--- src/rtl/bt_pkg.sv ---
package bt_pkg;
  // word offsets (address bits 3:2)
  localparam logic [1:0] OFF_CTRL = 2'd0;
  localparam logic [1:0] OFF_LOAD = 2'd1;
  localparam logic [1:0] OFF_CNT  = 2'd2;
  localparam logic [1:0] OFF_STAT = 2'd3;
  // control bit positions
  localparam int B_RUN    = 0;
  localparam int B_AUTO   = 1;
  localparam int B_FIQEN  = 2;
  localparam int B_IRQEN  = 3;
  localparam int B_DIV_LO = 8;
  // world index: also the bank index and the flag bit
  typedef enum logic {W_SEC = 1'b0, W_NSEC = 1'b1} world_e;
  localparam logic [1:0] OKAY = 2'b00;
endpackage

--- src/rtl/bt_prescaler.sv ---
module bt_prescaler #(
  parameter int DIV_W = 8
) (
  input  logic             clk,
  input  logic             rst_n,
  input  logic [DIV_W-1:0] div_val,
  output logic             tick
);
  logic [DIV_W-1:0] acc;

  assign tick = (acc >= div_val);

  always_ff @(posedge clk or negedge rst_n) begin
    if (!rst_n)    acc <= '0;
    else if (tick) acc <= '0;
    else           acc <= acc + 1'b1;
  end

  // with a nonzero, unchanged divider two ticks are never adjacent
  assert_tick_gap_R6: assert property (@(posedge clk) disable iff (!rst_n)
    tick && div_val != '0 && $stable(div_val) |=> !tick);
endmodule

--- src/rtl/bt_counter.sv ---
module bt_counter #(
  parameter int CNT_W = 32
) (
  input  logic             clk,
  input  logic             rst_n,
  input  logic             tick,
  input  logic             run,
  input  logic             auto_rl,
  input  logic             ld_we,
  input  logic             cnt_we,
  input  logic [CNT_W-1:0] wr_val,
  output logic [CNT_W-1:0] load_q,
  output logic [CNT_W-1:0] cnt_q,
  output logic             zero_hit
);
  localparam logic [CNT_W-1:0] ONE = CNT_W'(1);

  logic step;
  assign step     = !ld_we && !cnt_we && run && tick && (cnt_q != '0);
  assign zero_hit = step && (cnt_q == ONE);

  always_ff @(posedge clk or negedge rst_n) begin
    if (!rst_n) begin
      load_q <= '0;
      cnt_q  <= '0;
    end else if (ld_we) begin
      load_q <= wr_val;
      cnt_q  <= wr_val;
    end else if (cnt_we) begin
      cnt_q  <= wr_val;
    end else if (step) begin
      if (cnt_q == ONE) cnt_q <= auto_rl ? load_q : '0;
      else              cnt_q <= cnt_q - ONE;
    end
  end

  assert_load_sets_count_R3: assert property (@(posedge clk) disable iff (!rst_n)
    ld_we |=> cnt_q == load_q);
  assert_hold_stopped_R6: assert property (@(posedge clk) disable iff (!rst_n)
    !run && !ld_we && !cnt_we |=> $stable(cnt_q));
  assert_oneshot_rest_R7: assert property (@(posedge clk) disable iff (!rst_n)
    zero_hit && !auto_rl |=> cnt_q == '0);
endmodule

--- src/rtl/banked_timer.sv ---
module banked_timer
  import bt_pkg::*;
#(
  parameter int ADDR_W = 4,
  parameter int DATA_W = 32,
  parameter int CNT_W  = 32,
  parameter int DIV_W  = 8
) (
  input  logic                clk,
  input  logic                rst_n,
  input  logic                s_awvalid,
  output logic                s_awready,
  input  logic [ADDR_W-1:0]   s_awaddr,
  input  logic [2:0]          s_awprot,
  input  logic                s_wvalid,
  output logic                s_wready,
  input  logic [DATA_W-1:0]   s_wdata,
  input  logic [DATA_W/8-1:0] s_wstrb,
  output logic                s_bvalid,
  input  logic                s_bready,
  output logic [1:0]          s_bresp,
  input  logic                s_arvalid,
  output logic                s_arready,
  input  logic [ADDR_W-1:0]   s_araddr,
  input  logic [2:0]          s_arprot,
  output logic                s_rvalid,
  input  logic                s_rready,
  output logic [DATA_W-1:0]   s_rdata,
  output logic [1:0]          s_rresp,
  output logic                irq,
  output logic                fiq
);
  localparam int STRB_W = DATA_W / 8;

  logic             wr_fire, rd_fire, tick;
  world_e           wr_w, rd_w;
  logic [1:0]       wr_sel, rd_sel, clr, hit;
  logic [1:0]       run_q, auto_q, flag_q;
  logic             fiq_en_q, irq_en_q;
  logic [DIV_W-1:0] div_q;
  logic [1:0][CNT_W-1:0]  load_q, cnt_q;
  logic [1:0][DATA_W-1:0] ctrl_v, stat_v, load_v, cnt_v;
  logic [DATA_W-1:0] wr_old, wr_new, rd_view;
  logic unused_bits;

  function automatic logic [DATA_W-1:0] lane_merge(input logic [DATA_W-1:0] old,
      input logic [DATA_W-1:0] nw, input logic [STRB_W-1:0] st);
    logic [DATA_W-1:0] r;
    for (int i = 0; i < STRB_W; i++) r[8*i +: 8] = st[i] ? nw[8*i +: 8] : old[8*i +: 8];
    return r;
  endfunction

  assign unused_bits = ^{s_awaddr, s_araddr, s_awprot, s_arprot};

  // handshakes
  assign s_awready = s_awvalid & s_wvalid & ~s_bvalid;
  assign s_wready  = s_awready;
  assign wr_fire   = s_awready;
  assign s_arready = ~s_rvalid;
  assign rd_fire   = s_arvalid & s_arready;
  assign s_bresp   = OKAY;
  assign s_rresp   = OKAY;

  assign wr_w   = world_e'(s_awprot[1]);
  assign rd_w   = world_e'(s_arprot[1]);
  assign wr_sel = s_awaddr[3:2];
  assign rd_sel = s_araddr[3:2];

  bt_prescaler #(.DIV_W(DIV_W)) u_div (
    .clk(clk), .rst_n(rst_n), .div_val(div_q), .tick(tick));

  // one bank per world; the view each world sees is built here too
  for (genvar w = 0; w < 2; w++) begin : g_bank
    logic ld_we, cnt_we;
    assign ld_we  = wr_fire && (wr_w == world_e'(w)) && (wr_sel == OFF_LOAD);
    assign cnt_we = wr_fire && (wr_w == world_e'(w)) && (wr_sel == OFF_CNT);

    bt_counter #(.CNT_W(CNT_W)) u_cnt (
      .clk(clk), .rst_n(rst_n), .tick(tick), .run(run_q[w]), .auto_rl(auto_q[w]),
      .ld_we(ld_we), .cnt_we(cnt_we), .wr_val(wr_new[CNT_W-1:0]),
      .load_q(load_q[w]), .cnt_q(cnt_q[w]), .zero_hit(hit[w]));

    always_comb begin
      ctrl_v[w]         = '0;
      ctrl_v[w][B_RUN]  = run_q[w];
      ctrl_v[w][B_AUTO] = auto_q[w];
      stat_v[w]         = '0;
      stat_v[w][1]      = flag_q[1];
      if (w == 0) begin
        ctrl_v[w][B_FIQEN]              = fiq_en_q;
        ctrl_v[w][B_IRQEN]              = irq_en_q;
        ctrl_v[w][B_DIV_LO +: DIV_W]    = div_q;
        stat_v[w][0]                    = flag_q[0];
      end
      load_v[w] = DATA_W'(load_q[w]);
      cnt_v[w]  = DATA_W'(cnt_q[w]);
    end
  end

  always_comb begin
    unique case (wr_sel)
      OFF_CTRL: wr_old = ctrl_v[wr_w];
      OFF_LOAD: wr_old = load_v[wr_w];
      OFF_CNT:  wr_old = cnt_v[wr_w];
      default:  wr_old = stat_v[wr_w];
    endcase
    unique case (rd_sel)
      OFF_CTRL: rd_view = ctrl_v[rd_w];
      OFF_LOAD: rd_view = load_v[rd_w];
      OFF_CNT:  rd_view = cnt_v[rd_w];
      default:  rd_view = stat_v[rd_w];
    endcase
  end
  assign wr_new = lane_merge(wr_old, s_wdata, s_wstrb);

  // write-1-to-clear; a non-secure write reaches only its own flag
  assign clr = (wr_fire && wr_sel == OFF_STAT)
             ? (s_wdata[1:0] & {2{s_wstrb[0]}} & ((wr_w == W_NSEC) ? 2'b10 : 2'b11)) : 2'b00;

  always_ff @(posedge clk or negedge rst_n) begin
    if (!rst_n) begin
      run_q <= '0; auto_q <= '0; flag_q <= '0;
      fiq_en_q <= 1'b0; irq_en_q <= 1'b0; div_q <= '0;
      s_bvalid <= 1'b0; s_rvalid <= 1'b0; s_rdata <= '0;
    end else begin
      if (wr_fire && wr_sel == OFF_CTRL) begin
        run_q[wr_w]  <= wr_new[B_RUN];
        auto_q[wr_w] <= wr_new[B_AUTO];
        if (wr_w == W_SEC) begin
          fiq_en_q <= wr_new[B_FIQEN];
          irq_en_q <= wr_new[B_IRQEN];
          div_q    <= wr_new[B_DIV_LO +: DIV_W];
        end
      end
      flag_q <= (flag_q & ~clr) | hit;
      if (wr_fire)       s_bvalid <= 1'b1;
      else if (s_bready) s_bvalid <= 1'b0;
      if (rd_fire) begin
        s_rvalid <= 1'b1;
        s_rdata  <= rd_view;
      end else if (s_rready) begin
        s_rvalid <= 1'b0;
      end
    end
  end

  assign irq = flag_q[1] & irq_en_q;
  assign fiq = flag_q[0] & fiq_en_q;

  assert_bresp_hold_R1: assert property (@(posedge clk) disable iff (!rst_n)
    s_bvalid && !s_bready |=> s_bvalid);
  assert_rdata_hold_R1: assert property (@(posedge clk) disable iff (!rst_n)
    s_rvalid && !s_rready |=> s_rvalid && $stable(s_rdata));
  assert_ns_shared_locked_R5: assert property (@(posedge clk) disable iff (!rst_n)
    wr_fire && wr_w == W_NSEC |=> $stable(div_q) && $stable(fiq_en_q) && $stable(irq_en_q));
  assert_ns_keeps_sec_flag_R8: assert property (@(posedge clk) disable iff (!rst_n)
    wr_fire && wr_w == W_NSEC && flag_q[0] |=> flag_q[0]);
  assert_bank_isolation_R2: assert property (@(posedge clk) disable iff (!rst_n)
    wr_fire && wr_w == W_NSEC && !run_q[0] |=> $stable(cnt_q[0]) && $stable(load_q[0]));
endmodule

--- config.mk ---
export PLATFORM = sky130hd
export DESIGN_NAME = banked_timer
export DESIGN_NICKNAME = d
export VERILOG_FILES = /design/src/rtl/bt_pkg.sv /design/src/rtl/bt_prescaler.sv /design/src/rtl/bt_counter.sv /design/src/rtl/banked_timer.sv
export SDC_FILE = /design/constraint.sdc
export NUM_CORES = 1
export LEC_CHECK = 0
export ABC_CLOCK_PERIOD_IN_PS = 3660
export CAP_MARGIN = 25
export CORE_MARGIN = 2
export CORE_UTILIZATION = 50
export CTS_CLUSTER_DIAMETER = 120
export DETAILED_ROUTE_END_ITERATION = 16
export PLACE_DENSITY = 0.7
export SETUP_SLACK_MARGIN = 0.2
export SLEW_MARGIN = 40
export SYNTH_ARGS = -nofsm -noshare
export SYNTH_HDL_FRONTEND = slang
export SYNTH_SLANG_ARGS = --single-unit
--- constraint.sdc ---
create_clock -name clk -period 3.66 [get_ports clk]
set_input_delay 0.732 -clock clk [delete_from_list [all_inputs] [get_ports clk]]
set_output_delay 0.732 -clock clk [all_outputs]
set_load 0.01 [all_outputs]
==> impl_metrics.yaml, run 1 <==
global_routing:
  antenna_found_initial: 2
  grt_overflow: 0
  grt_pass1_vias: 12000
  grt_max_degree: 74
  grt_pass1_wl_um: 72300
  grtUsageTotal: 0.362
synthesis:
  synth_area_leader_cell: "dfrtp_1"
  synthAdderAreaFrac: 0.0129
  synth_xor_area_frac: 0.0257
  synthArstFlopShare: 1.00
  synth.area.mux_share: 0.147
  seq_area_frac_synth: 0.370
  synth_top_family_by_area: "compound AO/OA/AOI/OAI gates"
  synth_cells: 1463
  syn_avg_cell_area_um2: 8.61
  synth.area.top_cells: "dfrtp_1, mux2i_1, o21ai_0"
  yosys.area_share.simple: 0.179
  synth.top_cell.area_share: 0.370
  synth.cell_area_um2: 12600
  synth_warnings: 0
  synth_edf_count: 0
  synth-compound-area-share: 0.209
  synthTopCellsByCount: "dfrtp_1, nand2_1, mux2i_1"
  yosysMostFrequentCell: "dfrtp_1"
  synth_seq_cells: 186
  synth_flop_cell: "dfrtp_1"
  synthDistinctLibCells: 73
critical_path:
  cp_slowest_cell: "nor4_1"
  end_kind: "register"
  r2r-end: "g_bank[1].u_cnt.cnt_q[30]$_DFFE_PN0P_"
  path_class: "reg2reg"
  slowest_delay_ns: 0.65
  worstPathMaxFanout: 6
  ff2ff_setup_slack_ns: 0.29
  critPathLaunch: "g_bank[1].u_cnt.cnt_q[1]$_DFFE_PN0P_"
  crit_chain: "inv_1 -> ha_1 -> or3b_2 -> or4_1 -> nor4_1 -> a21oi_1 -> o31ai_1 -> a21oi_1"
  cp.required_ns: 3.97
  path_common_cell: "a21oi_1"
  reg2reg_from: "g_bank[1].u_cnt.cnt_q[1]$_DFFE_PN0P_"
  worst_setup_path_start_kind: "register"
  arrival_ns: 3.68
  r2r_cells: 8
placed_design:
  place_congestion: 1.01
  io_buffers: 87
  dpl.hpwl_um: 33000
flow_run:
  drv_cap: 0
cts:
  clk_pin_slew_ns: 0.07
  cts_resized: 0
  post_cts_buffers: 0
  cts_sinks: 186
  clk_latency_ns: 0.45
  cts_hold_buffers: 0
  numCtsBuffers: 17
  clk_path_buf_depth: 2
  cts_htree_levels: 4
  root_buffer: "clkbuf_16"
  cts_tree: "built"
floorplanning:
  die_w_um: 163
  coreArea_um2: 25000
  rows: 58
  fp.dieArea_um2: 26500
  start_util: 0.505
  die_h_um: 163
  io_pins: 100
timing:
  grt_setup_unrepaired: "false"
  tns_ns: 0
  finalHoldViolCount: 0
  report.final.slew_viol_count: 0
  min_period_ns: 3.37
  fin_crit_sh: 0.920
  fmax_mhz: 297
  relSlewSlack: 0.417
  skew_ns: 0.0156
  hold-worst-slack_ns: 0.319
  worst_pin_slew_ns: 0.875
  setup_violations: 0
pwr:
  power-per-cell-area_nw_per_um2: 617
  vdd_drop_max_v: 0.000382
  leakage_uw: 0.00603
cells_and_area:
  drive_above_1_share: 0.106
  diodes: 0
  syn_to_final_growth_pct: 15.0
  nets: 1571
outcome:
  status: "finished clean"
route:
  viasPerCell: 6.79
  drt-total-wl_um: 47800
  drtIter0Drc: 1543
  drc: 0
  first_pass_iters: 8
  drtAntennaViolNets: 0
  vias: 12500
  wl_per_cell_um: 25.9
hold_path:
  hold_class: "in2async"
-- critical path, delay by kind of cell, from the launching register on --
kind                     cells  cell delay, ns
AND/OR/NAND/NOR              3            1.89
flip-flops                   1            0.42
AO/OA/AOI/OAI                3            0.50
buffers and inverters        1            0.12
adder cells (fa/ha/maj)      1            0.31
-- metal layers --
layer	track usage	wire [um]	up-vias
li1	-	-	5462
met4	0.167	2130	2
met5	0	13	-
met2	0.541	20600	788
met1	0.498	20100	6103
met3	0.0851	4950	164
-- flip-flops by register name (all words and copies together), names as in the netlist --
signal,flops
g_bank.u_cnt.load_q,64
s_bvalid,1
flag_q,2
u_div.acc,8
s_rvalid,1
auto_q,2
div_q,8
g_bank.u_cnt.cnt_q,64
s_rdata,32
run_q,2
fiq_en_q,1
irq_en_q,1
-- layout make-up --
type / instances / area (um^2)
Clock buffer: 19 / 443
Clock inverter: 13 / 111
Fill cell: 2241 / 10500
Inverter: 24 / 90.1
Multi-Input combinational cell: 1114 / 7290
Sequential cell: 186 / 4660
Tap cell: 330 / 413
Timing Repair Buffer: 158 / 1480
-- where the power goes --
group | leakage, uW | internal [uW] | switching, uW
Combinational | 0.00342 | 1530 | 2000
Sequential | 0.00235 | 2640 | 939
Clock | 0.000258 | 909 | 918
Total | 0.00603 | 5070 | 3860
-- metrics by stage --
step / std cells / util / cell area (um^2) / total power (uW) / setup WS [ns]
2_1_floorplan: 1466 / - / 12600 / 5560 / 0.926
3_3_place_gp: 1812 / 0.558 / 13900 / 6870 / 0.382
3_5_place_dp: 1812 / 0.558 / 13900 / 6980 / 0.242
4_1_cts: 1844 / 0.580 / 14500 / 8790 / 0.237
5_1_grt: 1844 / 0.580 / 14500 / 9370 / 0.228
6_report: 1844 / 0.580 / 14500 / 8930 / 0.293
-- layout by cell type (no fill, tap or decap), types with 30 or more instances in the layout --
cell,synthesis,routed
nand3_1,33,31
nor2_1,99,99
o22ai_1,39,39
a31oi_1,30,30
buf_4,6,67
nand2_1,156,155
mux2i_1,155,155
dfrtp_1,186,185
a21oi_1,64,64
nor4_1,34,32
o21ai_0,144,144
clkdlybuf4s50_1,0,84
-- worst max-delay path by stage --
stage                                                        to  slack, ns  depth (start not counted)
after global routing      g_bank[1].u_cnt.cnt_q[31]$_DFFE_PN0P_       0.23                          7
after CTS                  g_bank[0].u_cnt.cnt_q[2]$_DFFE_PN0P_       0.24                          7
final                     g_bank[1].u_cnt.cnt_q[30]$_DFFE_PN0P_       0.29                          8
after detailed placement   g_bank[0].u_cnt.cnt_q[2]$_DFFE_PN0P_       0.24                          7
after floorplan           g_bank[0].u_cnt.cnt_q[22]$_DFFE_PN0P_       0.93                          7
after global placement    g_bank[1].u_cnt.cnt_q[30]$_DFFE_PN0P_       0.38                          8
-- cell families after synthesis --
kind of cell,Yosys count
other,1
AO/OA/AOI/OAI,415
flip-flops,186
buffers and inverters,166
adder cells (fa/ha/maj),13
multiplexers,181
AND/OR/NAND/NOR,464
XOR/XNOR,37
No activity file was read; power rests on OpenSTA's default activity.
==> inputs of run 2 (changes only) <==
Settings changed: SETUP_SLACK_MARGIN 0.2 to not set.
==> results of run 2 <==
The final DEF is identical to that of run 1; final timing and power are the same.
==> inputs of run 3 (changes only) <==
Settings changed: DONT_BUFFER_PORTS set to 1, PLACE_DENSITY 0.7 to not set.
==> run 3 against run 2 <==
The flow now finishes with violations (negative hold slack). Clock-buffer cell count unchanged. Clock power is essentially flat. Sequential share of layout area is 2.2 points higher. Global-route usage fell by 1.1 points. Cell area down 6.5%. First-iteration DRC count fell by 11%. Via count shrank 5.7%. Core utilization is 3.8 points lower. Clock skew decreased by 0.0012 ns. Maximum frequency increased by 8.9%. Sequential power about the same. Register-to-register slack gained 0.28 ns. Critical path type unchanged. Largest cell class unchanged.
==> impl_metrics.yaml, run 3 (synthesis results as in run 1) <==
outcome:
  status: "finished with violations"
  failed_checks: "negative hold slack"
hold_path:
  hold_class: "in2async"
critical_path:
  r2r-end: "g_bank[0].u_cnt.cnt_q[15]$_DFFE_PN0P_"
  reg2reg_from: "g_bank[0].u_cnt.cnt_q[26]$_DFFE_PN0P_"
  path_class: "reg2reg"
  cp.required_ns: 4.02
  arrival_ns: 3.45
  r2r_cells: 7
  end_kind: "register"
  ff2ff_setup_slack_ns: 0.57
  worst_setup_path_start_kind: "register"
  worstPathMaxFanout: 11
route:
  viasPerCell: 6.73
  drc: 0
  wl_per_cell_um: 26.3
  first_pass_iters: 8
  drtIter0Drc: 1369
  vias: 11800
  drtAntennaViolNets: 0
  drt-total-wl_um: 46000
global_routing:
  grt_pass1_vias: 11000
  grtUsageTotal: 0.351
  antenna_found_initial: 3
  grt_overflow: 0
  grt_max_degree: 187
  grt_pass1_wl_um: 69900
cts:
  clk_path_buf_depth: 2
  clk_pin_slew_ns: 0.08
  root_buffer: "clkbuf_16"
  cts_htree_levels: 4
  numCtsBuffers: 17
  clk_latency_ns: 0.45
  cts_sinks: 186
  cts_resized: 0
  cts_tree: "built"
timing:
  min_period_ns: 3.09
  tns_ns: 0
  skew_ns: 0.0144
  grt_setup_unrepaired: "false"
  fmax_mhz: 323
  finalHoldViolCount: 38
  relSlewSlack: 0.406
  fin_ws_ns: 0.569
  hold-worst-slack_ns: -0.0282
  worst_pin_slew_ns: 0.882
  fin_crit_sh: 0.845
  setup_violations: 0
  report.final.slew_viol_count: 0
cells_and_area:
  most-common-layout-cells: "dfrtp_1, nand2_1, mux2i_1"
  final_common_cell: "dfrtp_1"
  syn_to_final_growth_pct: 7.47
  drive_above_1_share: 0.107
  nets: 1477
  largest_registers: "g_bank.u_cnt.cnt_q x64, g_bank.u_cnt.load_q x64, s_rdata x32"
pwr:
  pwr-share-clk: 0.218
  sw_frac_of_total: 0.430
  design_power_total_uw: 8540
  seqPwrFrac: 0.423
  power-per-cell-area_nw_per_um2: 631
  p_int_uw: 4870
  leakage_uw: 0.00566
  switchingPower_uw: 3670
  p_comb_frac: 0.359
  vdd_drop_max_v: 0.000343
placed_design:
  dpl.hpwl_um: 32600
  io_buffers: 0
  place_congestion: 0.970
  pre_cts_ws_ns: 0.636
flow_run:
  drv_cap: 0
floorplanning:
  die_h_um: 163
  coreArea_um2: 25000
  io_pins: 100
  rows: 58
  fp.dieArea_um2: 26500
  start_util: 0.505
  die_w_um: 163
[run 3: cell count changes in the layout (fill, tap and decap cells not counted), sizes merged]
| cell | delta |
|---|---|
| clkinvlp | -4 |
| diode | +3 |
| buf | -9 |
| clkbuf | -1 |
| inv | +2 |
| clkinv | +2 |
| clkdlybuf4s50 | -84 |
[run 3: worst max path at each step]
| stage | start | end | slack, ns | cells past startpoint |
|---|---|---|---|---|
| 6_report | g_bank[0].u_cnt.cnt_q[26]$_DFFE_PN0P_ | g_bank[0].u_cnt.cnt_q[15]$_DFFE_PN0P_ | 0.57 | 7 |
| 5_1_grt | div_q[5]$_DFFE_PN0P_ | g_bank[1].u_cnt.cnt_q[2]$_DFFE_PN0P_ | 0.46 | 9 |
| 4_1_cts | g_bank[0].u_cnt.cnt_q[26]$_DFFE_PN0P_ | g_bank[0].u_cnt.cnt_q[15]$_DFFE_PN0P_ | 0.60 | 7 |
| 3_5_place_dp | g_bank[0].u_cnt.cnt_q[26]$_DFFE_PN0P_ | g_bank[0].u_cnt.cnt_q[15]$_DFFE_PN0P_ | 0.64 | 7 |
| 3_3_place_gp | g_bank[0].u_cnt.cnt_q[26]$_DFFE_PN0P_ | g_bank[0].u_cnt.cnt_q[15]$_DFFE_PN0P_ | 0.66 | 7 |
| 2_1_floorplan | g_bank[0].u_cnt.cnt_q[28]$_DFFE_PN0P_ | g_bank[0].u_cnt.cnt_q[22]$_DFFE_PN0P_ | 0.93 | 7 |
[run 3: through the flow]
stage | cell area (um^2) | cells | utilization
global route | 13500 | 1752 | 0.542
global placement | 13000 | 1718 | 0.519
detailed placement | 13000 | 1718 | 0.519
floorplan | 12600 | 1466 | -
CTS | 13500 | 1750 | 0.542
finish | 13500 | 1753 | 0.542
[run 3: worst max-delay path, cell delays in order (launching register included)]
cell and delay, ns:
dfrtp_1 0.47, or4_4 0.58, or4_1 0.54, or4_4 0.58
nand2_2 0.34, buf_4 0.24, a21oi_1 0.07, a22oi_1 0.18
[run 3: final cells by class]
cell class | instances | area [um^2]
Fill cell | 2358 | 11400
Multi-Input combinational cell | 1114 | 7300
Sequential cell | 186 | 4650
Timing Repair Buffer | 64 | 505
Clock buffer | 19 | 443
Tap cell | 330 | 413
Clock inverter | 13 | 124
Inverter | 24 | 90.1
Antenna cell | 3 | 7.51
[run 3: metal layers]
layer / track usage / part of all wire / vias to the layer above
met2: 0.518 / 0.44 / 676
met4: 0.119 / 0.030 / 0
li1: - / - / 5283
met3: 0.0899 / 0.10 / 109
met5: 0 / 0 / -
met1: 0.501 / 0.43 / 5738
[run 3: power by group through the flow]
stage	Combinational [uW]	Clock [uW]	Sequential [uW]
floorplan	2410	0	3150
global placement	2910	0	3580
detailed placement	2980	0	3610
CTS	2990	1880	3570
global route	3360	1950	3700
finish	3060	1860	3610
[run 3: timing repair]
| action | CTS | global route |
|---|---|---|
| setup endpoints to repair | 0 | 0 |
| buffers inserted | 0 | 0 |
| hold endpoints to repair | 186 | 129 |
